$ cat config.mk
export PLATFORM = sky130hd
export DESIGN_NAME = rate_strobe_gen
export DESIGN_NICKNAME = d
export VERILOG_FILES = /design/src/rtl/rsg_pkg.sv /design/src/rtl/rsg_btn_cond.sv /design/src/rtl/rsg_speed_sel.sv /design/src/rtl/rsg_strobe_div.sv /design/src/rtl/rate_strobe_gen.sv
export SDC_FILE = /design/constraint.sdc
export NUM_CORES = 1
export LEC_CHECK = 0
export BUFFER_PORTS_ARGS = -buffer_cell sky130_fd_sc_hd__buf_2
export CORE_UTILIZATION = 45
export CTS_BUF_LIST = sky130_fd_sc_hd__clkbuf_2
export DETAILED_ROUTE_END_ITERATION = 16
export GPL_ROUTABILITY_DRIVEN = 0
export PLACE_DENSITY = 0.73
export REMOVE_ABC_BUFFERS = 1
export SYNTH_ARGS = -nofsm -noshare
export SYNTH_HDL_FRONTEND = slang
export SYNTH_SLANG_ARGS = --single-unit
$ cat constraint.sdc
create_clock -name clk_i -period 1 [get_ports clk_i]
set_input_delay 0.05 -clock clk_i [delete_from_list [all_inputs] [get_ports clk_i]]
set_output_delay 0.05 -clock clk_i [all_outputs]
set_load 0.01 [all_outputs]
$ cat src/rtl/rsg_pkg.sv
package rsg_pkg;
  localparam int unsigned SPEED_W    = 2;
  localparam int unsigned NUM_SPEEDS = 1 << SPEED_W;
  typedef logic [SPEED_W-1:0] speed_t;
endpackage

$ cat src/rtl/rsg_btn_cond.sv
// Synchroniser, stable-level debouncer and press (falling edge) detector.
module rsg_btn_cond #(
  parameter int unsigned SYNC_STAGES = 2,
  parameter int unsigned DEB_CYC     = 1000
) (
  input  logic clk_i,
  input  logic rst_ni,
  input  logic btn_ni,
  output logic press_o
);
  localparam int unsigned DCNT_W = $clog2(DEB_CYC + 1);
  localparam logic [DCNT_W-1:0] DEB_LAST = DCNT_W'(DEB_CYC - 1);

  logic [SYNC_STAGES-1:0] sync_q;
  logic                   raw;
  logic                   lvl_q, lvl_n;
  logic [DCNT_W-1:0]      dcnt_q, dcnt_n;
  logic                   press_q, press_n;

  assign raw = sync_q[SYNC_STAGES-1];

  always_comb begin
    lvl_n   = lvl_q;
    dcnt_n  = dcnt_q;
    press_n = 1'b0;
    if (raw == lvl_q) begin
      dcnt_n = '0;
    end else if (dcnt_q == DEB_LAST) begin
      lvl_n   = raw;
      dcnt_n  = '0;
      press_n = ~raw;
    end else begin
      dcnt_n = dcnt_q + 1'b1;
    end
  end

  always_ff @(posedge clk_i or negedge rst_ni) begin
    if (!rst_ni) begin
      sync_q  <= '1;
      lvl_q   <= 1'b1;
      dcnt_q  <= '0;
      press_q <= 1'b0;
    end else begin
      sync_q[0] <= btn_ni;
      for (int i = 1; i < SYNC_STAGES; i++) sync_q[i] <= sync_q[i-1];
      lvl_q   <= lvl_n;
      dcnt_q  <= dcnt_n;
      press_q <= press_n;
    end
  end

  assign press_o = press_q;
endmodule

$ cat src/rtl/rsg_speed_sel.sv
// Wrapping speed index register, stepped by press events.
module rsg_speed_sel
  import rsg_pkg::*;
(
  input  logic   clk_i,
  input  logic   rst_ni,
  input  logic   step_i,
  output speed_t speed_o
);
  speed_t speed_q, speed_n;

  always_comb begin
    speed_n = speed_q;
    if (step_i) speed_n = speed_q + 1'b1;
  end

  always_ff @(posedge clk_i or negedge rst_ni) begin
    if (!rst_ni) speed_q <= '0;
    else         speed_q <= speed_n;
  end

  assign speed_o = speed_q;
endmodule

$ cat src/rtl/rsg_strobe_div.sv
// Terminal-count divider; divider chosen per speed from a computed table.
module rsg_strobe_div
  import rsg_pkg::*;
#(
  parameter int unsigned BASE_PERIOD = 64,
  parameter int unsigned CNT_W       = 6
) (
  input  logic             clk_i,
  input  logic             rst_ni,
  input  speed_t           speed_i,
  input  logic             clr_i,
  output logic             strobe_o,
  output logic [CNT_W-1:0] cnt_o,
  output logic [CNT_W-1:0] div_o
);
  logic [CNT_W-1:0] div_tab [NUM_SPEEDS];

  for (genvar k = 0; k < NUM_SPEEDS; k++) begin : g_div
    localparam int unsigned DIVK = (BASE_PERIOD >> k) - 1;
    assign div_tab[k] = DIVK[CNT_W-1:0];
  end

  logic [CNT_W-1:0] div;
  logic [CNT_W-1:0] cnt_q, cnt_n;
  logic             stb_q, stb_n;

  assign div = div_tab[speed_i];

  always_comb begin
    cnt_n = cnt_q + 1'b1;
    stb_n = 1'b0;
    if (clr_i) begin
      cnt_n = '0;
    end else if (cnt_q == div) begin
      cnt_n = '0;
      stb_n = 1'b1;
    end
  end

  always_ff @(posedge clk_i or negedge rst_ni) begin
    if (!rst_ni) begin
      cnt_q <= '0;
      stb_q <= 1'b0;
    end else begin
      cnt_q <= cnt_n;
      stb_q <= stb_n;
    end
  end

  assign strobe_o = stb_q;
  assign cnt_o    = cnt_q;
  assign div_o    = div;
endmodule

$ cat src/rtl/rate_strobe_gen.sv
module rate_strobe_gen
  import rsg_pkg::*;
#(
  parameter int unsigned BASE_PERIOD     = 64,
  parameter int unsigned DEBOUNCE_CYCLES = 1000,
  parameter int unsigned SYNC_STAGES     = 2
) (
  input  logic       clk_i,
  input  logic       rst_ni,
  input  logic       btn_ni,
  output logic       strobe_o,
  output logic [1:0] speed_o
);
  localparam int unsigned CNT_W = (BASE_PERIOD > 2) ? $clog2(BASE_PERIOD) : 1;

  logic [1:0]       rst_pipe_q;
  logic             rst_n_s;
  logic             press;
  speed_t           speed_q;
  logic [CNT_W-1:0] cnt_q, div_q;

  always_ff @(posedge clk_i or negedge rst_ni) begin
    if (!rst_ni) rst_pipe_q <= 2'b00;
    else         rst_pipe_q <= {rst_pipe_q[0], 1'b1};
  end
  assign rst_n_s = rst_pipe_q[1];

  rsg_btn_cond #(
    .SYNC_STAGES(SYNC_STAGES),
    .DEB_CYC    (DEBOUNCE_CYCLES)
  ) btn_i (
    .clk_i  (clk_i),
    .rst_ni (rst_n_s),
    .btn_ni (btn_ni),
    .press_o(press)
  );

  rsg_speed_sel spd_i (
    .clk_i  (clk_i),
    .rst_ni (rst_n_s),
    .step_i (press),
    .speed_o(speed_q)
  );

  rsg_strobe_div #(
    .BASE_PERIOD(BASE_PERIOD),
    .CNT_W      (CNT_W)
  ) div_i (
    .clk_i   (clk_i),
    .rst_ni  (rst_n_s),
    .speed_i (speed_q),
    .clr_i   (press),
    .strobe_o(strobe_o),
    .cnt_o   (cnt_q),
    .div_o   (div_q)
  );

  assign speed_o = speed_q;
endmodule

---- Yosys cells after proc, flatten, opt, wreduce, memory -nomap -nowiden ----
Index checks and enable logic that the tools add are counted.
cells by class
  magnitude comparators ................... 1
  reductions and logical operators ........ 1
  add/subtract/negate cells ............... 3
  multiplexer cells ....................... 11
  equal/unequal tests ..................... 3
  bitwise gates (word level) .............. 3
operator list
  cell                                                             number
  6-bit two-way mux                                                4
  10-bit two-way mux                                               2
  6-bit binary-select mux with 2-bit select                        1
  10-bit by 1-bit adder with 10-bit output, second input constant  1
  10-bit equality test, second input constant                      1
  6-bit by 1-bit adder with 6-bit output, second input constant    1
  6-bit equality test                                              1
  1-bit two-way mux                                                4
  3-bit >= comparator, second input constant                       1
  2-bit inverter with 3-bit output                                 1
  2-bit by 1-bit adder with 2-bit output, second input constant    1
  1-bit inverter                                                   2
  2-bit AND reduction                                              1
  1-bit equality test                                              1
storage, ports and cells
  register bits after elaboration ......... 25
  output and inout bits ................... 3

---- Depth between registers and ports, before layout ----
  depth in word-level cells ............... 7
  gate-level depth with buffers ........... 5
  depth with buffers taken out ............ 5

---- Modules after synthesis ----
A second synthesis with hierarchy kept.
second synthesis, totals
  cells, all modules ...................... 111
  area total of the unflattened synthesis .. 1216.2 um^2
by module, submodules not included
  module           area an instance (um^2)  times used  cells each  sequential area each (um^2)
  rsg_btn_cond     650.6                    1           58          354.1
  rsg_strobe_div   440.4                    1           45          175.2
  rsg_speed_sel    71.3                     1           5           50.0
  rate_strobe_gen  53.8                     1           3           50.0

---- Worst setup path before layout ----
No wires, ideal clock.
  path kind ............................... register to register
  start ................................... register spd_i.speed_q[0] (netlist: spd_i.speed_o[0])
  end ..................................... register div_i.cnt_q[5] (netlist: div_i.cnt_o[5])
  data arrival time ....................... 1360 ps
  library setup time ...................... 145 ps
  setup slack ............................. -505 ps
  stages on the path, launching flop included .. 6
  path buffers ............................ 0
  period minus slack after synthesis ...... 1505 ps
  cells stage by stage .................... dfrtp_1 > inv_1 > ha_1 > xor2_1 > o41ai_1 > a21oi_1
between the ends
  cells in the longest elaborated chain, start to end .. 7
RTL lines
  what                                                    line                  RTL
  from (decl)                                             rsg_speed_sel.sv:10   speed_t speed_q, speed_n;
  from (signal assigned)                                  rsg_speed_sel.sv:19   else speed_q <= speed_n;
  2-bit inverter with 3-bit output (not written as such)  rsg_strobe_div.sv:27  assign div = div_tab[speed_i];
  6-bit binary-select mux with 2-bit select               rsg_strobe_div.sv:27
  6-bit two-way mux (not written as such) (2 in a row)    rsg_strobe_div.sv:27
  6-bit equality test                                     rsg_strobe_div.sv:34  end else if (cnt_q == div) begin
  6-bit two-way mux                                       rsg_strobe_div.sv:34
  6-bit two-way mux                                       rsg_strobe_div.sv:32  if (clr_i) begin
  named net div_i.cnt_n[5]                                rsg_strobe_div.sv:24  logic [CNT_W-1:0] cnt_q, cnt_n;
  to (signal assigned)                                    rsg_strobe_div.sv:45  cnt_q <= cnt_n;
  to (decl)                                               rsg_strobe_div.sv:24
The timed path passes the listed nets, and every way through them passes these cells. The select of a mux whose other input is x is not followed.
A chain may end at the register's enable or synchronous reset.

---- Final worst setup path ----
Same ends and word-level chain as after synthesis.

==> run summary <==
status -> complete, but fails checks
failing checks -> negative setup slack
Area after DPL -> 1420 sq um
Worst Path Buf+Inv -> 1
Final WS setup -> -532 ps
Yosys reg bits -> 25
area of the multi-input gates -> 762 sq um
Mapped Area -> 1140 sq um
layout cell share with drive strength beyond 1 -> 59.7%
Syn Inst Count -> 103
Final Setup Violations -> 21
FF+latch area -> 631 sq um
reg2reg setup slack -> -530 ps
CTS Sinks -> 25
Max Buffers Root-to-Sink -> 2
final period utilization -> 153%
min Tclk post-route -> 1530 ps
CTS Buf Count -> 3
post-route ant nets -> 0
vias in the first global route -> 1061
FILL cells -> 124
Area Overhead vs Synth -> 64.0%
RR Endpoint -> div_i.cnt_o[5]
H-tree depth -> 1
grt ovf -> 0
Diodes inserted -> 0
max-slew violation count -> 0
largest net degree at the start of global routing -> 17
Crit Path Class -> reg -> reg
Final #Nets -> 162
number of synthesized flops with an enable pin -> 0
first-pass GRT wire length -> 4730 um
Initial Utilization -> 49.7%
fmax -> 653 MHz
# port buffers -> 5
Synth area leader -> dfrtp_1
initial antenna violation count -> 0
DRT iter0 DRCs -> 29
CP endpoint kind -> flip-flop
cells on worst reg2reg path -> 5
most frequent cell after synthesis -> dfrtp_1
worst hold path class -> reg -> async
dpl cells -> 165
PwrDens -> 866 nW/um^2
dpl hpwl -> 1730 um
crit-path cells -> ha_2, xnor2_2, o41ai_2, buf_4, a21oi_2
First-pass DRT Iterations -> 5
top_reg_cell synth -> dfrtp_1
CP Max Fanout -> 3
Core ar. -> 2300 sq um
I/O pin total -> 6
CTS tree -> done
nature of the critical path startpoint -> flip-flop
Final Util -> 81.5%
LEAKAGE -> 0.000797 uW
Syn Area/Cell -> 11.1 sq um
Post-synth ARST share -> 100%
CTS root buffer -> clkbuf_2
Std-Cell Rows -> 17
post-route cell area -> 1870 sq um
slowest CP cell -> dfrtp_1
count of final hold-check violations -> 0
synth unique cells -> 33
Routed WL per cell -> 18.4 um
Worst path max stage delay -> 480 ps
Tot GR Track Use -> 24.3%
pre-CTS setup slack -> -502 ps
CP arrival -> 1780 ps
vias post-DR -> 1010
width of the die -> 52.4 um
worst vdd ir -> 0.779 mV
Worst-Skew Late Latency -> 330 ps
DR DRC count -> 0
DRT Wirelength -> 3340 um
largest cells by area after synthesis -> dfrtp_1, dfstp_2, xor2_1, ha_1, xnor2_1
Synth top area share -> 48.2%
worst clock skew -> 4.71 ps
total negative setup slack -> -7180 ps
clk slew on worst S/H paths -> 230 ps
Die Height -> 52.4 um
max_cap viols -> 0
synth cell count leaders -> dfrtp_1, nor2_1, o21ai_0
Vias per Instance -> 5.55
RSZ-0062 raised after global routing -> yes
reg-to-reg critical path startpoint -> spd_i.speed_o[0]
post-route insts no fill -> 182
die area -> 2740 sq um
Ys Warns -> 0
Seq/Total Area, Yosys -> 55.1%
CP Data Required Time -> 1250 ps
critical path depth -> 5
delay-heaviest family, CP -> flip-flops
cell usage in the layout (no fill, tap or decap), types with 2 or more instances in the layout:
cell / instances
nand2_1: 3
buf_6: 13
o21ai_0: 3
buf_2: 4
nor2_4: 2
a21oi_2: 4
dfstp_2: 3
or3_1: 3
a211oi_2: 2
inv_2: 2
nand4_1: 2
o21ai_2: 2
buf_4: 28
xor2_1: 4
ha_2: 2
inv_1: 3
o21ai_1: 2
dfrtp_1: 21
nor2_1: 7
xor2_4: 2
xnor2_2: 4
clkbuf_2: 4
ha_4: 2
dlygate4sd3_1: 3
nand3_1: 3
repair_timing:
action	CTS	global route
endpoints found under the setup margin	21	21
setup buffers	6	6
hold endpoints to repair	3	0
pin swaps	9	18
gates resized for setup	35	33
hold buffers	3	0
layer usage:
metal	routed length [um]	GRT usage [%]	vias to the layer above	part of all wire, %
met1	1290	26.6	493	39
met3	122	3.48	15	3.6
met2	1830	46.2	36	55
li1	-	-	466	-
met4	101	9.65	0	3.0
met5	0	0	-	0
how the worst max path moves through the flow:
stage                          start               to  slack, ps
finish              spd_i.speed_o[0]   div_i.cnt_o[5]       -530
global route         btn_i.dcnt_q[1]  btn_i.dcnt_q[6]       -590
CTS                  btn_i.dcnt_q[0]      btn_i.lvl_q       -470
detailed placement  spd_i.speed_o[1]   div_i.cnt_o[4]       -500
global placement    spd_i.speed_o[1]   div_i.cnt_o[5]       -430
floorplan           spd_i.speed_o[0]   div_i.cnt_o[5]       -510
flip-flops by register name (all words and copies together), names as in the netlist:
register	count
btn_i.lvl_q	1
spd_i.speed_o	2
div_i.strobe_o	1
rst_pipe_q	2
btn_i.press_o	1
btn_i.dcnt_q	10
btn_i.sync_q	2
div_i.cnt_o	6
metrics by stage:
stage	total power (uW)	hold WS, ps
finish	1620	204
global route	1700	227
CTS	1580	182
detailed placement	1150	-164
global placement	1150	-166
floorplan	1100	-246
where the power goes:
group	internal (uW)	total (uW)	switching [uW]	leakage, uW
clock	106	398	292	0.0000166
combinational	92.6	169	76.2	0.000460
sequential	1030	1060	20.4	0.000320
layout make-up:
cell class / instances / area share [%]
clock buffer: 4 / 1.07
inverter: 5 / 1.00
multi-input combinational: 72 / 40.7
sequential: 25 / 33.7
tap: 28 / 1.87
timing repair buffer: 48 / 21.7
cells by family (layout without fill, tap and decap cells):
group                      count (synthesis)  in the layout  synth area share [%]
AOI/OAI and AO/OA                         21             21                  11.6
muxes                                      1              1                  1.31
buffers and inverters                      6             57                  1.97
xor gates and xnor gates                  11             11                  8.43
and+or+nand+nor                           34             34                  16.9
DFF                                       25             25                  55.1
other                                      1              1                 0.328
adders and majority gates                  4              4                  4.38
Note: power is estimated with default switching activity, not from simulation.
